[config.mk]
export PLATFORM = sky130hd
export DESIGN_NAME = cs_tribuf
export DESIGN_NICKNAME = d
export VERILOG_FILES = /design/src/rtl/cs_tribuf_pkg.sv /design/src/rtl/cs_tribuf_rstsync.sv /design/src/rtl/cs_tribuf_seq.sv /design/src/rtl/cs_tribuf_crc.sv /design/src/rtl/cs_tribuf.sv
export SDC_FILE = /design/constraint.sdc
export NUM_CORES = 2
export LEC_CHECK = 0
export ABC_AREA = 1
export BUFFER_PORTS_ARGS = -buffer_cell sky130_fd_sc_hd__clkbuf_2
export CAP_MARGIN = 20
export CORE_UTILIZATION = 35
export CTS_CLUSTER_SIZE = 8
export DETAILED_ROUTE_END_ITERATION = 8
export MAX_ROUTING_LAYER = met4
export PLACE_DENSITY = 0.59
export SETUP_SLACK_MARGIN = 0.4
export SLEW_MARGIN = 20
export SYNTH_ARGS = -nofsm -noshare
export SYNTH_HDL_FRONTEND = slang
export SYNTH_SLANG_ARGS = --single-unit
export TNS_END_PERCENT = 20
[constraint.sdc]
create_clock -name clk -period 67 [get_ports clk]
set_input_delay 6.7 -clock clk [delete_from_list [all_inputs] [get_ports clk]]
set_output_delay 6.7 -clock clk [all_outputs]
set_load 0.02 [all_outputs]
[src/rtl/cs_tribuf_pkg.sv]
package cs_tribuf_pkg;

  typedef enum logic [1:0] {
    SQ_IDLE = 2'd0,
    SQ_CS   = 2'd1,
    SQ_SO   = 2'd2
  } sq_t;

  localparam logic [7:0] CRC_POLY = 8'h1D;
  localparam logic [7:0] CRC_INIT = 8'hFF;

  // one byte through the check register, least significant bit first
  function automatic logic [7:0] crc_byte(input logic [7:0] crc_in, input logic [7:0] d);
    logic [7:0] c;
    logic       fb;
    c = crc_in;
    for (int b = 0; b < 8; b++) begin
      fb = c[7] ^ d[b];
      c  = {c[6:0], 1'b0} ^ (fb ? CRC_POLY : 8'h00);
    end
    return c;
  endfunction

endpackage

[src/rtl/cs_tribuf_rstsync.sv]
module cs_tribuf_rstsync (
  input  logic clk,
  input  logic rst_n,
  output logic rst_sync_n
);
  logic [1:0] sh_q;

  always_ff @(posedge clk or negedge rst_n) begin
    if (!rst_n) sh_q <= 2'b00;
    else        sh_q <= {sh_q[0], 1'b1};
  end

  assign rst_sync_n = sh_q[1];
endmodule

[src/rtl/cs_tribuf_seq.sv]
module cs_tribuf_seq
  import cs_tribuf_pkg::*;
#(
  parameter int WORDS = 24,
  parameter int AW    = $clog2(WORDS)
) (
  input  logic          clk,
  input  logic          rst_n,
  input  logic          ev_cs,
  input  logic          ev_so,
  input  logic          inh_cs,
  input  logic          inh_so,
  output logic          busy,
  output logic          cs_act,
  output logic          so_act,
  output logic          so_start,
  output logic [AW-1:0] idx,
  output logic          last,
  output logic          irq_cs,
  output logic          irq_so
);
  localparam logic [AW-1:0] LAST_I = AW'(WORDS - 1);

  sq_t           st_q, st_d;
  logic [AW-1:0] idx_q, idx_d;
  logic          pcs_q, pcs_d, pso_q, pso_d;
  logic          icq, icd, isq, isd;
  logic          ok_cs, ok_so;

  assign ok_cs = ev_cs & ~inh_cs;
  assign ok_so = ev_so & ~inh_so;

  always_comb begin
    st_d     = st_q;
    idx_d    = idx_q;
    pcs_d    = pcs_q;
    pso_d    = pso_q;
    icd      = 1'b0;
    isd      = 1'b0;
    so_start = 1'b0;
    case (st_q)
      SQ_IDLE: begin
        if (ok_so || pso_q) begin
          st_d     = SQ_SO;
          idx_d    = '0;
          pso_d    = 1'b0;
          pcs_d    = pcs_q | ok_cs;
          so_start = 1'b1;
        end else if (ok_cs || pcs_q) begin
          st_d  = SQ_CS;
          idx_d = '0;
          pcs_d = 1'b0;
        end
      end
      default: begin
        pcs_d = pcs_q | ok_cs;
        pso_d = pso_q | ok_so;
        if (idx_q == LAST_I) begin
          st_d = SQ_IDLE;
          icd  = (st_q == SQ_CS);
          isd  = (st_q == SQ_SO);
        end else begin
          idx_d = idx_q + 1'b1;
        end
      end
    endcase
  end

  always_ff @(posedge clk or negedge rst_n) begin
    if (!rst_n) begin
      st_q  <= SQ_IDLE;
      idx_q <= '0;
      pcs_q <= 1'b0;
      pso_q <= 1'b0;
      icq   <= 1'b0;
      isq   <= 1'b0;
    end else begin
      st_q  <= st_d;
      idx_q <= idx_d;
      pcs_q <= pcs_d;
      pso_q <= pso_d;
      icq   <= icd;
      isq   <= isd;
    end
  end

  assign busy   = (st_q != SQ_IDLE);
  assign cs_act = (st_q == SQ_CS);
  assign so_act = (st_q == SQ_SO);
  assign idx    = idx_q;
  assign last   = (idx_q == LAST_I);
  assign irq_cs = icq;
  assign irq_so = isq;


  irq_excl_chk: assert property (@(posedge clk) disable iff (!rst_n)
    $onehot0({irq_cs, irq_so}));


  irq_cs_pulse_chk: assert property (@(posedge clk) disable iff (!rst_n)
    irq_cs |=> !irq_cs);


  irq_so_pulse_chk: assert property (@(posedge clk) disable iff (!rst_n)
    irq_so |=> !irq_so);


  inh_drop_chk: assert property (@(posedge clk) disable iff (!rst_n)
    (!busy && inh_cs && !pcs_q) |=> !cs_act);

endmodule

[src/rtl/cs_tribuf_crc.sv]
module cs_tribuf_crc
  import cs_tribuf_pkg::*;
(
  input  logic       clk,
  input  logic       rst_n,
  input  logic       clr,
  input  logic       en,
  input  logic [7:0] din,
  output logic [7:0] crc
);
  logic [7:0] crc_q, crc_d;

  always_comb begin
    crc_d = crc_q;
    if (clr)     crc_d = CRC_INIT;
    else if (en) crc_d = crc_byte(crc_q, din);
  end

  always_ff @(posedge clk or negedge rst_n) begin
    if (!rst_n) crc_q <= CRC_INIT;
    else        crc_q <= crc_d;
  end

  assign crc = crc_q;
endmodule

[src/rtl/cs_tribuf.sv]
module cs_tribuf
  import cs_tribuf_pkg::*;
#(
  parameter int WORDS = 24,
  parameter int RSV   = 5,
  parameter int BW    = 8,
  parameter int AW    = $clog2(WORDS),
  parameter int WW    = 2 * BW
) (
  input  logic          clk,
  input  logic          rst_n,
  input  logic          rx_wr_en,
  input  logic [AW-1:0] rx_wr_addr,
  input  logic [WW-1:0] rx_wr_data,
  input  logic          rx_blk,
  input  logic          tx_blk,
  input  logic [AW-1:0] tx_rd_addr,
  output logic [WW-1:0] tx_rd_data,
  input  logic          cpu_req,
  input  logic          cpu_we,
  input  logic [AW:0]   cpu_addr,
  input  logic [BW-1:0] cpu_wdata,
  output logic [BW-1:0] cpu_rdata,
  output logic          cpu_ready,
  input  logic          cfg_inh_cs,
  input  logic          cfg_inh_so,
  input  logic          cfg_keep5,
  input  logic          cfg_pair,
  output logic          irq_cs,
  output logic          irq_so
);
  localparam logic [AW:0]   WORDS_W = (AW + 1)'(WORDS);
  localparam logic [AW-1:0] RSV_I   = AW'(RSV);

  logic          srst_n;
  logic          busy, cs_act, so_act, so_start, last;
  logic [AW-1:0] idx;
  logic [WW-1:0] cap_mem [WORDS];
  logic [WW-1:0] stg_mem [WORDS];
  logic [WW-1:0] out_mem [WORDS];
  logic [WW-1:0] stg_word, tail_word;
  logic [AW-1:0] hbyte;
  logic          hlow, hok, host_wr, rx_ok, cs_wr;

  cs_tribuf_rstsync u_rst (.clk(clk), .rst_n(rst_n), .rst_sync_n(srst_n));

  cs_tribuf_seq #(.WORDS(WORDS), .AW(AW)) u_seq (
    .clk(clk), .rst_n(srst_n), .ev_cs(rx_blk), .ev_so(tx_blk),
    .inh_cs(cfg_inh_cs), .inh_so(cfg_inh_so), .busy(busy), .cs_act(cs_act),
    .so_act(so_act), .so_start(so_start), .idx(idx), .last(last),
    .irq_cs(irq_cs), .irq_so(irq_so));

  assign stg_word = stg_mem[idx];

  // one check lane per channel: lane 0 = A (upper byte), lane 1 = B
  for (genvar c = 0; c < 2; c++) begin : g_lane
    logic [BW-1:0] crc;
    logic          pro;
    cs_tribuf_crc u_crc (
      .clk(clk), .rst_n(srst_n), .clr(so_start), .en(so_act && !last),
      .din(stg_word[BW*(2-c)-1 -: BW]), .crc(crc));
    assign pro = stg_mem[0][BW*(1-c)];
    assign tail_word[BW*(2-c)-1 -: BW] = pro ? crc : stg_word[BW*(2-c)-1 -: BW];
  end

  // host byte decode
  assign hbyte     = cfg_pair ? cpu_addr[AW:1] : cpu_addr[AW-1:0];
  assign hlow      = cfg_pair & cpu_addr[0];
  assign hok       = ({1'b0, hbyte} < WORDS_W);
  assign cpu_ready = ~busy;
  assign host_wr   = cpu_req & cpu_we & cpu_ready & hok;
  assign rx_ok     = rx_wr_en & ({1'b0, rx_wr_addr} < WORDS_W);
  assign cs_wr     = cs_act & ~(cfg_keep5 & (idx < RSV_I));

  always_comb begin
    cpu_rdata = '0;
    if (hok) cpu_rdata = hlow ? stg_mem[hbyte][BW-1:0] : stg_mem[hbyte][WW-1:BW];
  end

  always_comb begin
    tx_rd_data = '0;
    if ({1'b0, tx_rd_addr} < WORDS_W) tx_rd_data = out_mem[tx_rd_addr];
  end

  always_ff @(posedge clk or negedge srst_n) begin
    if (!srst_n) begin
      for (int i = 0; i < WORDS; i++) cap_mem[i] <= '0;
    end else if (rx_ok) begin
      cap_mem[rx_wr_addr] <= rx_wr_data;
    end
  end

  always_ff @(posedge clk or negedge srst_n) begin
    if (!srst_n) begin
      for (int i = 0; i < WORDS; i++) stg_mem[i] <= '0;
    end else if (cs_wr) begin
      stg_mem[idx] <= cap_mem[idx];
    end else if (host_wr) begin
      if (!cfg_pair)  stg_mem[hbyte]          <= {cpu_wdata, cpu_wdata};
      else if (hlow)  stg_mem[hbyte][BW-1:0]  <= cpu_wdata;
      else            stg_mem[hbyte][WW-1:BW] <= cpu_wdata;
    end
  end

  always_ff @(posedge clk or negedge srst_n) begin
    if (!srst_n) begin
      for (int i = 0; i < WORDS; i++) out_mem[i] <= '0;
    end else if (so_act) begin
      out_mem[idx] <= last ? tail_word : stg_word;
    end
  end


  keep5_hold_chk: assert property (@(posedge clk) disable iff (!srst_n)
    (cfg_keep5 && !host_wr) |=> $stable(stg_mem[0]));


  out_hold_chk: assert property (@(posedge clk) disable iff (!srst_n)
    !so_act |=> $stable(out_mem[WORDS-1]));


  stall_keep_chk: assert property (@(posedge clk) disable iff (!srst_n)
    (cs_act && !last) |=> !cpu_ready);

endmodule

==> metrics.md <==
| Metric | Value |
|---|---|
| Final hold violation count | 0 |
| Cell with the most instances after synthesis | nand2_1 |
| Post-synth top area cell | dfrtp_1 |
| Cell Int Power | 1.80 mW |
| Worst clock skew | 0.0469 ns |
| Synthesized cell area | 64900 um^2 |
| # clock sinks | 1181 |
| Period Utilization, post-route | 25.5% |
| Cts repair resizes | 0 |
| Util after Layout | 38.9% |
| Antenna violations before repair | 6 |
| CTS tree | built |
| Synth warn | 0 |
| Routed wire length per instance | 24.8 um |
| Reg2reg path depth | 20 |
| Combinational group share of total power | 45.6% |
| Setup crit start kind | input pin |
| Setup CP Type | input pin to output pin |
| Clock-pin slew on the worst setup and hold paths | 0.05 ns |
| Sequential element share of the synthesized area | 45.6% |
| PwrDens | 49.4 nW/um^2 |
| Core region area | 184000 um^2 |
| Status | finished clean |
| Hold-fix buffers, CTS | 0 |
| Post-synth EDFFs | 0 |
| Power share of the sequential group | 31.7% |
| Detailed Place HPWL | 173000 um |
| Remaining Overflow, GRT | 0 |
| Wirelength, routed | 270000 um |
| Hold Path End | u_rst.sh_q[1] |
| Maximum vdd drop | 0.0353 mV |
| Setup bufs post-CTS | 0 |
| DRC errors left | 0 |
| Most common flop cell mapped by yosys | dfrtp_1 |
| Critical path capture point type | output pin |
| Crit path max fanout | 39 |
| Slew Viols, Final | 0 |
| Top cells by area, synth | dfrtp_1 45%, nand2_1 14%, o21ai_0 8.9% |
| Max-cap violations | 0 |
| R2R Setup Slk | 61.58 ns |
| Worst-Margin Slew | 1.24 ns |
| Gpl congestion | 1.00 |
| Syn Nets | 8665 |
| Arrival time at the worst endpoint | 10.35 ns |
| Initial Util | 35.3% |
| Leakage power | 31.1 nW |
| Longest Clk Path Bufs | 3 |
| # port buffers | 77 |
| Post-Syn Instances | 8610 |
| Via count | 63300 |
| CTS H-tree depth | 4 |
| Cell row count | 157 |
| Post-synth ARST share | 100% |
| Yosys top cell area share | 44.9% |
| Flops & latches, synth | 1181 |
| Root Driver | clkbuf_16 |
| Clk_lat worst skew | 0.84 ns |
| Worst r2r src | u_seq.idx[1] |
| Fin crit period | 17.05 ns |
| ANT nets after route | 0 |
| First-pass GRT wire length | 398000 um |
| DR pass1 iterations | 6 |
| Post-synth top cells | 2407 x nand2_1, 1165 x dfrtp_1, 1158 x o21ai_0 |
| Num ports | 78 |
| Switching Share | 48.9% |
| Num CTS Buffers | 169 |
| Synth cell types | 52 |
| Width of the die | 433 um |
| Net Switching | 1.72 mW |
| Hold_sp | u_rst.sh_q[0] |
| Min-Delay Path Class | flop to flop |
| RR Endpoint | g_lane[1].u_crc.crc[2] |
| Vias in the first global route | 58000 |
| NumNets Final | 8387 |
| Die Ht | 433 um |
| Area Growth Syn to Fin | 9.95% |
| Max Fclk | 58.6 MHz |
| Worst Hold Path Cells | 0 |
| Iter 0 DRT Violations | 8373 |
| CP Launch Point | cfg_pair |
| Share of layout cells above drive strength 1 | 7.41% |
| Required time of the critical path | 60.30 ns |
| RSZ-0062 raised after global routing | no |
| Clock power frac | 22.7% |
| Endpoints failing setup | 0 |
| Syn Area/Cell | 7.54 um^2 |
| Largest net degree at the start of global routing | 203 |
| Via density | 5.83 |
| GRT Total Usage | 29.1% |
| Rel. slew slack | 17.5% |
| Die ar. | 187000 um^2 |
| TNS Setup | 0 ns |
==> power by group through the flow <==
stage	Clock, mW	Combinational [mW]	Sequential, mW
final	0.801	1.61	1.12
after global routing	0.842	1.72	1.12
after CTS	0.813	1.56	1.10
after detailed placement	0	1.56	1.11
after global placement	0	1.54	1.11
after floorplan	0	1.04	1.03
==> through the flow <==
step           instances  setup slack, ns  area (um^2)  power, mW  hold slack, ns
6_report           10900            49.95        71400       3.52           0.349
3_5_place_dp       10600            50.04        66500       2.67           0.340
3_3_place_gp       10600            50.09        66400       2.65           0.338
4_1_cts            10800            50.03        71300       3.48           0.351
2_1_floorplan       8610            31.67        64900       2.07           0.331
5_1_grt            10900            49.83        71400       3.69           0.354
==> critical path, stage by stage <==
cell	delay [ns]
clkbuf_2	0.17
o21ai_1	0.49
nor2_4	0.04
buf_4	0.32
inv_2	0.57
buf_4	0.51
o22ai_1	0.13
o21ai_0	0.36
nand2_1	0.10
a221oi_1	0.36
a21oi_1	0.11
nor2_1	0.23
clkbuf_2	0.22
==> registers in the layout, summed over array words and instances, names as in the netlist <==
| name | flops |
|---|---|
| g_lane.pro | 2 |
| u_seq.st_q | 2 |
| u_seq.irq_cs | 1 |
| u_rst.sh_q | 2 |
| cap_mem | 384 |
| u_seq.pso_q | 1 |
| g_lane.u_crc.crc | 16 |
| stg_mem | 382 |
| out_mem | 384 |
| u_seq.pcs_q | 1 |
| u_seq.idx | 5 |
| u_seq.irq_so | 1 |
==> final cells by class <==
cell class                      instances  area, um^2
Fill cell                           18900      112000
Clock inverter                         17         352
Sequential cell                      1181       29600
Clock buffer                          207        4450
Multi-Input combinational cell       6187       30200
Tap cell                             2464        3080
Inverter                              594        2250
Antenna cell                            2        5.00
Timing Repair Buffer                  199        1450
==> cell usage in the layout, fill, tap and decap left out, types with 22 or more instances in the layout <==
cell	instances
nand3_1	202
a31oi_1	179
o221ai_1	50
nor2_1	670
nor2_2	39
mux2i_1	32
a32oi_1	80
clkbuf_1	30
a21oi_1	346
o22ai_1	216
nor3_1	23
buf_4	112
o21ai_1	162
inv_1	502
clkbuf_2	75
o211ai_1	201
o21ai_0	1154
dfrtp_1	1162
nand2_1	2403
a22oi_1	95
a211oi_1	79
inv_2	76
clkbuf_16	169
a22o_1	50
o21a_1	22
==> cells by family after synthesis <==
family | synth area share [%]
AO/OA/AOI/OAI | 24.7
XOR/XNOR | 0.0675
adder cells (fa/ha/maj) | 0.0771
buffers and inverters | 8.07
flip-flops | 45.6
multiplexers | 0.493
other | 0.00578
AND/OR/NAND/NOR | 21.0
==> metal layers <==
| layer | vias to the layer above | share of wire [%] | wire, um | GRT usage [%] |
|---|---|---|---|---|
| met4 | 0 | 5.9 | 16000 | 15.2 |
| met2 | 3342 | 43 | 116000 | 41.7 |
| met5 | - | 0 | 0 | - |
| met3 | 755 | 9.6 | 26000 | 5.65 |
| met1 | 30600 | 42 | 112000 | 38.9 |
| li1 | 28600 | - | - | - |
==> worst max-delay path by stage <==
stage	endpoint
after floorplan	cap_mem[0]
after global placement	cpu_rdata[4]
after detailed placement	cpu_rdata[4]
after CTS	cpu_rdata[4]
after global routing	cpu_rdata[4]
final	cpu_rdata[4]
Power figures use the tool's default switching activity.
